**config.mk**
```make
export PLATFORM = sky130hd
export DESIGN_NAME = smb_regslave
export DESIGN_NICKNAME = d
export VERILOG_FILES = /design/src/rtl/smb_pkg.sv /design/src/rtl/smb_line_sync.sv /design/src/rtl/smb_bus_timer.sv /design/src/rtl/smb_regslave.sv
export SDC_FILE = /design/constraint.sdc
export NUM_CORES = 1
export LEC_CHECK = 0
export BUFFER_PORTS_ARGS = -buffer_cell sky130_fd_sc_hd__buf_2
export CORE_MARGIN = 10
export CORE_UTILIZATION = 26
export CTS_CLUSTER_DIAMETER = 50
export DETAILED_ROUTE_END_ITERATION = 7
export PLACE_DENSITY = 0.4
export SLEW_MARGIN = 20
export SYNTH_ARGS = -nofsm -noshare
export SYNTH_HDL_FRONTEND = slang
export SYNTH_SLANG_ARGS = --single-unit
```
**constraint.sdc**
```tcl
create_clock -name clk -period 2.9 [get_ports clk]
set_clock_uncertainty 0.2 [all_clocks]
set_input_delay 0.58 -clock clk [delete_from_list [all_inputs] [get_ports clk]]
set_output_delay 0.58 -clock clk [all_outputs]
set_load 0.05 [all_outputs]
```
**src/rtl/smb_pkg.sv**
```systemverilog
package smb_pkg;

  typedef enum logic [3:0] {
    ST_IDLE,   // no transaction open
    ST_ADDR,   // shifting in the address byte
    ST_AACK,   // driving acknowledge for the address
    ST_WBYTE,  // shifting in a write data byte
    ST_WACK,   // driving acknowledge for a data byte
    ST_RBYTE,  // shifting out a read byte
    ST_RACK,   // waiting for the master acknowledge
    ST_RNEXT,  // master acknowledged, load the following byte
    ST_PARK    // not addressed or finished: ignore until START/STOP
  } smb_state_t;

  typedef enum logic [1:0] {
    MD_NONE,
    MD_WRITE,
    MD_READ,
    MD_ALERT
  } smb_mode_t;

  // One byte through CRC-8, polynomial 0x07, MSB first.
  function automatic logic [7:0] crc8_step(input logic [7:0] crc,
                                           input logic [7:0] data);
    logic [7:0] c;
    logic       fb;
    c = crc;
    for (int i = 7; i >= 0; i--) begin
      fb = c[7] ^ data[i];
      c  = {c[6:0], 1'b0} ^ (fb ? 8'h07 : 8'h00);
    end
    return c;
  endfunction

  function automatic logic [7:0] addr_byte(input logic [6:0] a, input logic rd);
    return {a, rd};
  endfunction

endpackage

```
**src/rtl/smb_line_sync.sv**
```systemverilog
module smb_line_sync #(
  parameter int STAGES = 2
) (
  input  logic clk,
  input  logic rst_n,
  input  logic scl_i,
  input  logic sda_i,
  output logic scl_q,
  output logic sda_q,
  output logic scl_rise,
  output logic scl_fall,
  output logic start_evt,
  output logic stop_evt
);

  logic [STAGES-1:0] scl_pipe, sda_pipe;
  logic              scl_p, sda_p;

  always_ff @(posedge clk or negedge rst_n) begin
    if (!rst_n) begin
      scl_pipe <= '1;
      sda_pipe <= '1;
      scl_p    <= 1'b1;
      sda_p    <= 1'b1;
    end else begin
      scl_pipe <= {scl_pipe[STAGES-2:0], scl_i};
      sda_pipe <= {sda_pipe[STAGES-2:0], sda_i};
      scl_p    <= scl_pipe[STAGES-1];
      sda_p    <= sda_pipe[STAGES-1];
    end
  end

  assign scl_q     = scl_pipe[STAGES-1];
  assign sda_q     = sda_pipe[STAGES-1];
  assign scl_rise  = scl_q & ~scl_p;
  assign scl_fall  = ~scl_q & scl_p;
  // SDA may move under a high SCL only for START or STOP
  assign start_evt = scl_q & scl_p & sda_p & ~sda_q;
  assign stop_evt  = scl_q & scl_p & ~sda_p & sda_q;

endmodule

```
**src/rtl/smb_bus_timer.sv**
```systemverilog
module smb_bus_timer #(
  parameter int unsigned LIMIT = 1000
) (
  input  logic clk,
  input  logic rst_n,
  input  logic armed,
  input  logic scl_low,
  input  logic off,
  output logic expire
);

  localparam int CW = $clog2(LIMIT + 1);

  logic [CW-1:0] cnt;
  logic          run;

  assign run    = armed & scl_low & ~off;
  assign expire = run && (cnt == CW'(LIMIT - 1));

  always_ff @(posedge clk or negedge rst_n) begin
    if (!rst_n)              cnt <= '0;
    else if (!run || expire) cnt <= '0;
    else                     cnt <= cnt + 1'b1;
  end

  p_cnt_bound_r10: assert property (@(posedge clk) disable iff (!rst_n)
    cnt < CW'(LIMIT));

  p_off_silent_r10: assert property (@(posedge clk) disable iff (!rst_n)
    off |-> !expire);

endmodule

```
**src/rtl/smb_regslave.sv**
```systemverilog
module smb_regslave
  import smb_pkg::*;
#(
  parameter logic [6:0]  DEV_ADDR = 7'h4C,
  parameter logic [6:0]  ARA_ADDR = 7'h0C,
  parameter int unsigned TMO_CYC  = 1000000,
  parameter int          AW       = 8,
  parameter int          SYNC     = 2
) (
  input  logic          clk,
  input  logic          rst_n,
  input  logic          scl_i,
  input  logic          sda_i,
  output logic          sda_o,
  output logic          sda_oe,
  input  logic          alert_in,
  input  logic          tmo_off,
  output logic [AW-1:0] reg_addr,
  output logic [7:0]    reg_wdata,
  output logic          reg_we,
  input  logic [7:0]    reg_rdata
);

  localparam logic [7:0] WR_BYTE  = addr_byte(DEV_ADDR, 1'b0);
  localparam logic [7:0] RD_BYTE  = addr_byte(DEV_ADDR, 1'b1);
  localparam logic [7:0] ARA_BYTE = addr_byte(ARA_ADDR, 1'b1);

  // named bus events
  logic scl_q, sda_q, scl_rise, scl_fall, start_evt, stop_evt, tmo_hit;

  smb_line_sync #(.STAGES(SYNC)) u_sync (
    .clk(clk), .rst_n(rst_n), .scl_i(scl_i), .sda_i(sda_i),
    .scl_q(scl_q), .sda_q(sda_q), .scl_rise(scl_rise), .scl_fall(scl_fall),
    .start_evt(start_evt), .stop_evt(stop_evt)
  );

  smb_state_t    state;
  smb_mode_t     mode, hit_mode;
  logic [3:0]    bitcnt;
  logic [7:0]    sh, tx, tx_hold, crc, wdata;
  logic [AW-1:0] ptr;
  logic [2:0]    wcnt;
  logic          rcnt, pec_ok, addr_hit;

  smb_bus_timer #(.LIMIT(TMO_CYC)) u_tmo (
    .clk(clk), .rst_n(rst_n), .armed(state != ST_IDLE), .scl_low(~scl_q),
    .off(tmo_off), .expire(tmo_hit)
  );

  // events brought out for the assertions
  logic byte_in_done, commit_ok, arb_lost;
  assign byte_in_done = scl_fall && (bitcnt == 4'd8) &&
                        (state == ST_ADDR || state == ST_WBYTE);
  assign commit_ok    = (mode == MD_WRITE) &&
                        ((wcnt == 3'd2) || (wcnt == 3'd3 && pec_ok));
  assign arb_lost     = scl_rise && (state == ST_RBYTE) && tx[7] && !sda_q;

  always_comb begin
    addr_hit = 1'b1;
    hit_mode = MD_NONE;
    if (sh == WR_BYTE)                     hit_mode = MD_WRITE;
    else if (sh == RD_BYTE)                hit_mode = MD_READ;
    else if (alert_in && sh == ARA_BYTE)   hit_mode = MD_ALERT;
    else                                   addr_hit = 1'b0;
  end

  logic [7:0] first_tx, next_tx;
  assign first_tx = (mode == MD_ALERT) ? WR_BYTE : reg_rdata;
  assign next_tx  = rcnt ? 8'hFF : crc;

  always_ff @(posedge clk or negedge rst_n) begin
    if (!rst_n) begin
      state   <= ST_IDLE;
      mode    <= MD_NONE;
      bitcnt  <= '0;
      sh      <= '0;
      tx      <= '1;
      tx_hold <= '0;
      crc     <= '0;
      wdata   <= '0;
      ptr     <= '0;
      wcnt    <= '0;
      rcnt    <= 1'b0;
      pec_ok  <= 1'b0;
      sda_oe  <= 1'b0;
      reg_we  <= 1'b0;
    end else begin
      reg_we <= 1'b0;
      if (tmo_hit) begin
        state  <= ST_IDLE;
        mode   <= MD_NONE;
        wcnt   <= '0;
        sda_oe <= 1'b0;
      end else if (start_evt) begin
        state  <= ST_ADDR;
        mode   <= MD_NONE;
        bitcnt <= '0;
        sh     <= '0;
        crc    <= '0;
        wcnt   <= '0;
        rcnt   <= 1'b0;
        pec_ok <= 1'b0;
        sda_oe <= 1'b0;
      end else if (stop_evt) begin
        reg_we <= commit_ok;
        state  <= ST_IDLE;
        mode   <= MD_NONE;
        wcnt   <= '0;
        sda_oe <= 1'b0;
      end else if (scl_rise) begin
        case (state)
          ST_ADDR, ST_WBYTE: begin
            sh     <= {sh[6:0], sda_q};
            bitcnt <= bitcnt + 4'd1;
          end
          ST_RBYTE: begin
            if (arb_lost) state <= ST_PARK;
            bitcnt <= bitcnt + 4'd1;
          end
          ST_RACK: state <= sda_q ? ST_PARK : ST_RNEXT;
          default: ;
        endcase
      end else if (scl_fall) begin
        case (state)
          ST_ADDR: if (bitcnt == 4'd8) begin
            if (addr_hit) begin
              sda_oe <= 1'b1;
              mode   <= hit_mode;
              crc    <= crc8_step(crc, sh);
              state  <= ST_AACK;
            end else begin
              state  <= ST_PARK;
            end
          end
          ST_AACK: begin
            bitcnt <= '0;
            if (mode == MD_WRITE) begin
              sda_oe <= 1'b0;
              state  <= ST_WBYTE;
            end else begin
              tx      <= first_tx;
              tx_hold <= first_tx;
              sda_oe  <= ~first_tx[7];
              state   <= ST_RBYTE;
            end
          end
          ST_WBYTE: if (bitcnt == 4'd8) begin
            case (wcnt)
              3'd0:    ptr    <= sh[AW-1:0];
              3'd1:    wdata  <= sh;
              3'd2:    pec_ok <= (sh == crc);
              default: ;
            endcase
            crc    <= crc8_step(crc, sh);
            if (wcnt != 3'd7) wcnt <= wcnt + 3'd1;
            sda_oe <= 1'b1;
            state  <= ST_WACK;
          end
          ST_WACK: begin
            sda_oe <= 1'b0;
            bitcnt <= '0;
            state  <= ST_WBYTE;
          end
          ST_RBYTE: begin
            if (bitcnt == 4'd8) begin
              sda_oe <= 1'b0;
              crc    <= crc8_step(crc, tx_hold);
              state  <= ST_RACK;
            end else begin
              tx     <= {tx[6:0], 1'b1};
              sda_oe <= ~tx[6];
            end
          end
          ST_RNEXT: begin
            tx      <= next_tx;
            tx_hold <= next_tx;
            rcnt    <= 1'b1;
            sda_oe  <= ~next_tx[7];
            bitcnt  <= '0;
            state   <= ST_RBYTE;
          end
          default: ;
        endcase
      end
    end
  end

  assign sda_o     = 1'b0;
  assign reg_addr  = ptr;
  assign reg_wdata = wdata;

  // assertions next to the logic they guard
  p_idle_released_r1: assert property (@(posedge clk) disable iff (!rst_n)
    (state == ST_IDLE) |-> !sda_oe);

  p_ack_driven_r2: assert property (@(posedge clk) disable iff (!rst_n)
    (state == ST_AACK || state == ST_WACK) |-> sda_oe);

  p_we_after_stop_r4: assert property (@(posedge clk) disable iff (!rst_n)
    reg_we |-> $past(stop_evt));

  p_we_single_r4: assert property (@(posedge clk) disable iff (!rst_n)
    reg_we |=> !reg_we);

  p_ptr_hold_read_r5: assert property (@(posedge clk) disable iff (!rst_n)
    (mode == MD_READ) |=> $stable(ptr));

  p_lost_release_r9: assert property (@(posedge clk) disable iff (!rst_n)
    arb_lost |=> (!sda_oe && state == ST_PARK));

  p_tmo_release_r10: assert property (@(posedge clk) disable iff (!rst_n)
    tmo_hit |=> (!sda_oe && state == ST_IDLE));

  p_start_restart_r11: assert property (@(posedge clk) disable iff (!rst_n)
    (start_evt && !tmo_hit) |=> (state == ST_ADDR && bitcnt == 4'd0));

  p_oe_scl_low_r12: assert property (@(posedge clk) disable iff (!rst_n)
    !$stable(sda_oe) |-> !scl_q);

endmodule

```
==> flow_summary.ini, run 1 <==
[routing]
antenna_left = 0
firstDrtPassIters = 4
vias = 4031
remaining_drc_errors = 0
drt_iter0_drc = 178
wl_per_cell_um = 15.8
viasPerCell = 4.68
routed_wl_um = 13600

[floorplan]
core_um2 = 19700
dieArea_um2 = 26300
initial_core_util = 0.267
die_height_um = 162
io_pins = 33
row_count = 51
dieWidth_um = 162

[placed_design]
place_area_um2 = 5770
hpwl_um = 10100
dp_slack_ns = 0.269
place_congestion = 0.798
io_buffer_count = 31

[final_layout]
final_cell_mix = dfrtp_1 (77), nand2_1 (63), nor2_1 (59), xnor2_1 (36), a21oi_1 (34)
final_layout_size_suffix_gt1_frac = 0.218
antenna_cells = 0
nets = 620
final_area_um2 = 6080
final_common_cell = dfrtp_1
area_growth_pct = 15.8

[worst_setup_path]
r2r_end = reg_wdata[0]
critPathRequiredTime_ns = 2.94
r2r_cells = 6
crit_path_start = u_tmo.cnt[6]
end_kind = register
r2r_setup_slack_ns = 0.32
rr_startpoint = u_tmo.cnt[6]
crit_arrival_ns = 2.63
critPathMaxFanout = 8
worstSetupPathType = reg2reg
worstSetupStartpointType = register

[clock_tree]
clk_latency_ns = 0.35
post_cts_resized = 0
htreeDepth = 3
tritoncts = done
clockBufferDepth = 2
cts_made_buffers = 9
cts_root_buffer = clkbuf_16
hold_buffers = 0
clk_pin_slew_ns = 0.07
cts_setup_buffers = 0
numClockSinks = 91

[synthesis]
synth_edf_count = 0
syn-cell-area_um2 = 5250
yosysUniqueCellTypes = 67
synth_cells = 555
synth_top_area_frac = 0.367
synthArstFlopShare = 1.00
ys_seq_elements = 91
ys_warn_count = 0
netlist_top_cells_area = dfrtp_1 (37%), dfstp_2 (7.0%), xnor2_1 (6.0%)
yosysTopAreaCell = dfrtp_1
ys.flop_type = dfrtp_1
avgSynthCellArea_um2 = 9.46
seq_area_frac_synth = 0.437
synth_fp_nets = 584

[global_routing]
grt_start_max_net_pins = 48
grt_antenna_before_repair = 0
grt_pass1_vias = 4197
overflow = 0
grt_pass1_wl_um = 22800
grt_use_total = 0.108

[sta]
setup_ws_ns = 0.316
rsz0062_at_grt = false
tns_ns = 0
fmax_mhz = 387
min_period_over_period = 0.891
slew_viol_final = 0
hold_viol = 0
setup_violations = 0
min_period_ns = 2.58
slew_headroom = 0.583
worst_slew_pin_slew_ns = 0.626

[min_path]
hold_class = in2async

[pwr]
finalPower_w = 0.00586
power_density_nw_per_um2 = 962
peakVddDrop_v = 0.000364
p_leak_nw = 2.65

[run]
drv_cap = 0

[run_status]
status = completed
==> routing by layer <==
metal / vias to the layer above / wire [um] / global-route usage
li1: 1992 / - / -
met1: 1978 / 6350 / 0.136
met2: 52 / 6560 / 0.177
met3: 9 / 494 / 0.0260
met4: 0 / 159 / 0.0310
met5: - / 0 / 0
==> registers in the layout, summed over array words and instances (netlist names), 2 cells and up <==
register,cells
bitcnt,4
crc,8
mode,2
reg_addr,8
reg_wdata,8
sh,8
state,4
tx,8
tx_hold,8
u_sync.scl_pipe,2
u_sync.sda_pipe,2
u_tmo.cnt,20
wcnt,3
==> synthesized netlist by cell type (2+ instances only) <==
cell type,count
a211oi_1,3
nand2_1,63
nor4_1,2
or4_1,2
o41ai_1,2
nand2_2,2
xnor2_1,36
nand3b_1,2
nand2b_1,4
nor3_1,11
a21oi_1,34
a22o_1,2
o21ai_0,33
and3_1,8
and2_1,2
o21ai_1,8
dfrtp_1,77
a221oi_1,2
buf_6,5
a31oi_1,5
mux2_2,27
o31ai_1,4
and4_1,2
ha_1,15
nor2b_1,2
xor3_1,2
or2_2,4
buf_2,2
nor2_1,59
xor2_1,19
o21a_1,4
inv_1,14
clkbuf_1,22
o211ai_1,5
nand3_1,18
o211ai_2,2
nand4_1,5
or3_1,4
dfstp_2,14
==> cells by family (layout without fill, tap and decap cells) <==
group / after synthesis / after routing / share of synthesized area
AOI/OAI and AO/OA: 117 / 117 / 0.139
xor gates and xnor gates: 58 / 58 / 0.104
adders and majority gates: 15 / 15 / 0.0357
buffers and inverters: 44 / 85 / 0.0398
DFF: 91 / 91 / 0.437
muxes: 29 / 29 / 0.0619
other: 1 / 1 / 0.000714
and+or+nand+nor: 200 / 200 / 0.182
==> where the power goes <==
group / switching [W] / internal [W] / total (W)
Clock: 0.000554 / 0.000712 / 0.00127
Combinational: 0.00137 / 0.00129 / 0.00266
Sequential: 0.000369 / 0.00156 / 0.00193
Total: 0.00229 / 0.00356 / 0.00586
==> critical path: stages (launching register included) <==
cell and delay (ns):
dfrtp_1 0.40, or4_4 0.54, a2111o_1 0.42, o21ai_2 0.22
nor4_2 0.10, nand2_2 0.22, mux2_2 0.36
==> layout make-up <==
| cell class | count | area (um2) |
|---|---|---|
| Fill cell | 2105 | 13600 |
| Multi-Input combinational cell | 420 | 2750 |
| Sequential cell | 91 | 2290 |
| Timing Repair Buffer | 55 | 338 |
| Tap cell | 265 | 332 |
| Clock buffer | 10 | 239 |
| Clock inverter | 6 | 78.8 |
| Inverter | 14 | 52.6 |
==> per-stage QoR <==
step                std cells  utilization  hold WS, ns
CTS                       861        0.310       0.0634
global placement          845        0.293        0.146
floorplan                 555            -       0.0844
finish                    861        0.310       0.0452
global route              861        0.310       0.0833
detailed placement        845        0.293        0.147
==> how the worst max path moves through the flow <==
stage | endpoint | slack, ns | depth (start not counted)
3_5_place_dp | reg_wdata[0] | 0.27 | 8
4_1_cts | reg_wdata[0] | 0.27 | 8
6_report | reg_wdata[0] | 0.32 | 6
2_1_floorplan | reg_addr[0] | 0.50 | 6
5_1_grt | reg_wdata[7] | 0.10 | 8
3_3_place_gp | reg_wdata[7] | 0.32 | 8
No activity file was read; power rests on OpenSTA's default activity.
==> run 2: changes to the inputs <==
--- a/config.mk
+++ b/config.mk
@@ -11,7 +11,8 @@
 export CTS_CLUSTER_DIAMETER = 50
 export DETAILED_ROUTE_END_ITERATION = 7
-export PLACE_DENSITY = 0.4
+export PLACE_DENSITY = 0.41
 export SLEW_MARGIN = 20
 export SYNTH_ARGS = -nofsm -noshare
 export SYNTH_HDL_FRONTEND = slang
+export SYNTH_HIERARCHICAL = 1
 export SYNTH_SLANG_ARGS = --single-unit
==> constraint.sdc (replaced) <==
create_clock -name clk -period 2.14 [get_ports clk]
set_clock_uncertainty 0.2 [all_clocks]
set_input_delay 0.214 -clock clk [delete_from_list [all_inputs] [get_ports clk]]
set_output_delay 0.214 -clock clk [all_outputs]
set_load 0.05 [all_outputs]
==> run 2 against run 1 <==
Compared with the run above: the run now ends with setup timing left; clock power grew 32%; flip-flop and latch count is the same; first-iteration DRC count grew 38%; combinational power up 9.4%; clock-buffer cell count is the same; register-to-register slack got worse by 0.87 ns; fmax decreased by 4.2%; critical path type unchanged; critical endpoint is now bitcnt[0]; largest power group unchanged; highest routed layer unchanged.
==> flow_summary.ini, run 2 <==
[run_status]
status = finished with violations
violations = setup timing

[final_layout]
largest_reg_flops = 20
final_cell_mix = buf_4 (107), dfrtp_1 (77), xnor2_1 (43), nor2_1 (40), nand2_1 (33)
final_layout_size_suffix_gt1_frac = 0.381
final_area_um2 = 7450
top_register = u_tmo/cnt
antenna_cells = 0
final_common_cell = buf_4
post-route-util = 0.367
nets = 700
finalNonFillerCells = 949
area_growth_pct = 38.1

[global_routing]
grt_start_max_net_pins = 35
grt_antenna_before_repair = 0
overflow = 0
grt_use_total = 0.116
grt_pass1_vias = 4558
grt_pass1_wl_um = 24900

[synthesis]
synth_fp_nets = 553
synth.most_common_cell = dfrtp_1
netlist_top_cells_area = dfrtp_1 (36%), xnor2_1 (7.0%), dfstp_2 (6.8%)
synth_compound_area_frac = 0.127
syn-cell-area_um2 = 5390
synthArstFlopShare = 1.00
synthMuxAreaShare = 0.0812
seq_area_frac_synth = 0.426
synth_fa_ha_area_frac = 0.0278
synth_xor_area_frac = 0.116
yosysUniqueCellTypes = 78
synth_top_area_frac = 0.357
synth_cells = 527
ys.flop_type = dfrtp_1
synth_common_cells = dfrtp_1 (77), nor2_1 (47), xnor2_1 (43)
avgSynthCellArea_um2 = 10.2
yosysTopAreaCell = dfrtp_1
synth_top_family_by_area = simple AND/OR/NAND/NOR gates
ys_warn_count = 6
ys_seq_elements = 91
synth_edf_count = 0
yosys.area_share.simple = 0.186

[sta]
slew_headroom = 0.658
min_period_over_period = 1.26
fmax_mhz = 371
slew_viol_final = 0
worst_slew_pin_slew_ns = 0.509
tns_ns = -32.14
min_period_ns = 2.70
setup_ws_ns = -0.556
setup_violations = 84
hold_viol = 0
rsz0062_at_grt = true

[placed_design]
dp_slack_ns = -0.732
place_area_um2 = 6710
place_inst = 913
hpwl_um = 11400
io_buffer_count = 31
place_congestion = 0.844

[clock_tree]
clockBufferDepth = 2
cts_made_buffers = 9
htreeDepth = 3
numClockSinks = 91
clk_pin_slew_ns = 0.07
cts_root_buffer = clkbuf_16
clk_latency_ns = 0.36
tritoncts = done

[worst_setup_path]
slowest_stage = or4_1
worstSetupPathType = reg2reg
cpPeakStageDelay_ns = 0.51
critPathMaxFanout = 6
r2r_setup_slack_ns = -0.56
crit_arrival_ns = 2.73
cp_cell_sequence = or4_1, or4_4, nor3_4, buf_4, buf_8, clkinvlp_4, nand3_2, nor3_2, mux2_2
crit_buf_inv = 3
end_kind = register
worstSetupStartpointType = register
crit_family = simple AND/OR/NAND/NOR gates
critPathRequiredTime_ns = 2.18

[pwr]
peakVddDrop_v = 0.000398
p_leak_nw = 3.34
power_density_nw_per_um2 = 908

[routing]
wl_per_cell_um = 16.3
viasPerCell = 4.73
routed_wl_um = 15400
vias = 4485
remaining_drc_errors = 0
drt_iter0_drc = 245
antenna_left = 0
firstDrtPassIters = 4

[floorplan]
initial_core_util = 0.266
dieWidth_um = 164
core_um2 = 20300
row_count = 52
dieArea_um2 = 26900
io_pins = 33
die_height_um = 164

[run]
drv_cap = 0

[min_path]
hold_class = in2reg
run 2: layer usage:
layer  vias to the layer above  GRT usage  routed length [um]
met4                         0     0.0431                 268
met2                        73      0.185                7340
li1                       2185          -                   -
met3                        16     0.0205                 538
met1                      2211      0.153                7290
met5                         -          0                   0
run 2: worst paths after layout:
check / start / endpoint / depth (start not counted)
setup / recovery: u_tmo/cnt[13] / bitcnt[0] / 9
hold / removal: reg_rdata[5] / tx_hold[5] / 4
setup reg to reg: u_tmo/cnt[13] / bitcnt[0] / 9
hold reg to reg: u_sync/scl_pipe[0] / u_sync/scl_pipe[1] / 0
max in group asynchronous: rst_n / tx[6] / 3
min in group asynchronous: rst_n / reg_addr[6] / 2
run 2: layout make-up:
| class | instances | area [um2] |
|---|---|---|
| multi-input cells | 390 | 3170 |
| clock buffers | 10 | 229 |
| fillers | 2071 | 12900 |
| clock inverters | 6 | 76.3 |
| well taps | 270 | 338 |
| inverters | 22 | 86.3 |
| repair buffers | 160 | 1260 |
| flip-flops and latches | 91 | 2290 |
run 2: cells by family (layout without fill, tap and decap cells):
logic type	count (synthesis)	after routing
mux	40	40
flops	91	91
other cells	1	1
fa+ha+maj	12	12
xor+xnor	60	60
compound gates	97	97
simple gates	180	180
buf+inv	46	198
run 2: where the power goes:
| group | switching (W) | leakage (nW) | internal [W] | total [W] |
|---|---|---|---|---|
| Sequential | 0.000192 | 1.20 | 0.00198 | 0.00217 |
| Combinational | 0.00140 | 2.00 | 0.00152 | 0.00291 |
| Clock | 0.000754 | 0.146 | 0.000921 | 0.00168 |
| Total | 0.00234 | 3.34 | 0.00442 | 0.00676 |
run 2: worst min-delay path: cells and delay by family:
kind / cells / cell delay (ns)
AND/OR/NAND/NOR: 2 / 0.13
multiplexers: 1 / 0.13
buffers and inverters: 1 / 0.09
run 2: per-stage QoR:
| stage | hold slack, ns | power [W] |
|---|---|---|
| 2_1_floorplan | -0.282 | 0.00400 |
| 4_1_cts | 0.0349 | 0.00672 |
| 6_report | 0.0429 | 0.00676 |
| 5_1_grt | 0.0555 | 0.00722 |
| 3_5_place_dp | 0.0224 | 0.00496 |
| 3_3_place_gp | 0.0102 | 0.00492 |
run 2: timing repair:
| item | in CTS | in global routing |
|---|---|---|
| cloned | 0 | 2 |
| hold buffers | 6 | 0 |
| pin swaps | 1 | 5 |
| gates resized for setup | 14 | 50 |
| endpoints found under the setup margin | 65 | 84 |
| hold endpoints to repair | 37 | 0 |
| buffers inserted | 4 | 8 |
==> run 3: changes to the inputs <==
--- a/config.mk
+++ b/config.mk
@@ -7,5 +7,5 @@
 export LEC_CHECK = 0
 export BUFFER_PORTS_ARGS = -buffer_cell sky130_fd_sc_hd__buf_2
-export CORE_MARGIN = 10
+export CORE_MARGIN = 4
 export CORE_UTILIZATION = 26
 export CTS_CLUSTER_DIAMETER = 50
==> constraint.sdc (replaced) <==
create_clock -name clk -period 2.14 [get_ports clk]
set_clock_uncertainty 0.2 [all_clocks]
set_input_delay 0.107 -clock clk [delete_from_list [all_inputs] [get_ports clk]]
set_output_delay 0.107 -clock clk [all_outputs]
set_load 0.05 [all_outputs]
==> run 3 against run 2 <==
Compared with the run above: non-clock buffer count is 2 higher; global-route usage up 1.7 points; final cell count increased by 0.21%; the flow still finishes with violations (setup timing); clock-buffer cell count stayed put; power grew 0.76%; flip-flop and latch count unchanged; utilization increased by 0.37 points; worst hold slack worse by 0.024 ns; wire length fell by 3.6%; register-to-register slack is essentially flat.
==> flow_summary.ini, run 3 (synthesis results as in run 2) <==
[run_status]
status = finished with violations
violations = setup timing

[pwr]
p_sw_frac = 0.344
power_density_nw_per_um2 = 906
p_switching_w = 0.00234
p_leak_nw = 3.35
finalPower_w = 0.00681
pwr-share-comb = 0.437
seq_power_share = 0.319
clkPwrFrac = 0.244
internal-power_w = 0.00447
peakVddDrop_v = 0.000335

[worst_setup_path]
end_kind = register
slowest_stage = or4_1
cpPeakStageDelay_ns = 0.52
worstSetupPathType = reg2reg
cpMostUsedCell = nor3_4
crit_family = simple AND/OR/NAND/NOR gates
r2r_setup_slack_ns = -0.55
critPathRequiredTime_ns = 2.18
critPathMaxFanout = 8
crit_arrival_ns = 2.73
crit_buf_inv = 1
cp_cell_sequence = or4_1, or4_4, nor3_4, nor3_4, nand2_2, buf_6, nor3_4, nand2_4, mux2_2
worstSetupStartpointType = register

[floorplan]
die_height_um = 152
row_count = 52
dieWidth_um = 152
core_um2 = 20300
dieArea_um2 = 23100
initial_core_util = 0.266
io_pins = 33

[clock_tree]
tritoncts = done
cts_made_buffers = 9
numClockSinks = 91
clk_latency_ns = 0.35
cts_root_buffer = clkbuf_16
htreeDepth = 3
clk_pin_slew_ns = 0.07
clockBufferDepth = 2

[final_layout]
largest_reg_flops = 20
area_growth_pct = 39.5
final_cell_mix = buf_4 (100), dfrtp_1 (77), xnor2_1 (43), nor2_1 (39), nand2_1 (31)
nets = 702
final_layout_size_suffix_gt1_frac = 0.382
antenna_cells = 0
top_register = u_tmo/cnt
final_common_cell = buf_4

[routing]
remaining_drc_errors = 0
antenna_left = 0
route.met3.wl_um = 378
firstDrtPassIters = 4
met1Wirelength_um = 6920
wl_per_cell_um = 15.6
wl_met2_um = 7230
top_layer = met4
viasPerCell = 4.73
routed_wl_um = 14900
drt_iter0_drc = 229
vias = 4496

[min_path]
hold_class = in2reg

[placed_design]
place_congestion = 0.790
io_buffer_count = 31
hpwl_um = 11100
dp_slack_ns = -0.688

[global_routing]
grt_use_total = 0.133
overflow = 0
grt_antenna_before_repair = 0
grt_start_max_net_pins = 40
grt_pass1_vias = 4683
grt_pass1_wl_um = 24900

[sta]
tns_ns = -32.59
hold_viol = 0
min_period_over_period = 1.26
worst_slew_pin_slew_ns = 0.574
hold_ws_ns = 0.0188
setup_violations = 84
slew_viol_final = 0
rsz0062_at_grt = true
setup_ws_ns = -0.546
min_period_ns = 2.69
slew_headroom = 0.617
fmax_mhz = 372

[run]
drv_cap = 0
==> run 3: what timing repair did <==
action / CTS / global route
resized for setup: 60 / 15
endpoints found under the hold margin: 95 / 0
buffers inserted: 11 / 1
hold buffers: 12 / 0
cloned: 0 / 3
setup endpoints to repair: 65 / 84
pin swaps: 8 / 3
==> run 3: worst paths after layout <==
check,startpoint,to,cells after the start
min in group asynchronous,rst_n,reg_wdata[5],2
setup reg to reg,u_tmo/cnt[13],reg_wdata[5],9
hold reg to reg,u_sync/scl_pipe[0],u_sync/scl_pipe[1],0
setup / recovery,u_tmo/cnt[13],reg_wdata[5],9
hold / removal,tmo_off,u_tmo/cnt[2],4
max in group asynchronous,rst_n,u_sync/scl_pipe[0],3
==> run 3: worst min-delay path, cell delays in order <==
cell and delay, ns:
buf_2 0.08, nand3b_1 0.17, buf_4 0.14, nor2_1 0.04
==> run 3: metrics by stage <==
stage / std cells / utilization / area, um2
finish: 951 / 0.371 / 7520
global route: 951 / 0.371 / 7520
CTS: 947 / 0.364 / 7390
detailed placement: 910 / 0.329 / 6680
global placement: 910 / 0.329 / 6680
floorplan: 527 / - / 5460
==> run 3: layer usage <==
layer / vias up / track usage
met5: - / 0
met4: 0 / 0.0509
met3: 23 / 0.0219
met2: 68 / 0.220
met1: 2207 / 0.174
li1: 2198 / -
==> run 3: power groups by stage <==
stage	clock network [W]	logic, W	registers (W)
final	0.00166	0.00298	0.00218
after global routing	0.00178	0.00327	0.00221
after CTS	0.00173	0.00293	0.00217
after detailed placement	0	0.00276	0.00220
after global placement	0	0.00274	0.00220
after floorplan	0	0.00180	0.00219
==> run 3: area by class of cell <==
type	count	area [um2]
repair buffers	162	1320
fillers	2071	12800
flip-flops and latches	91	2290
inverters	22	86.3
multi-input cells	390	3180
clock inverters	6	76.3
well taps	270	338
clock buffers	10	229
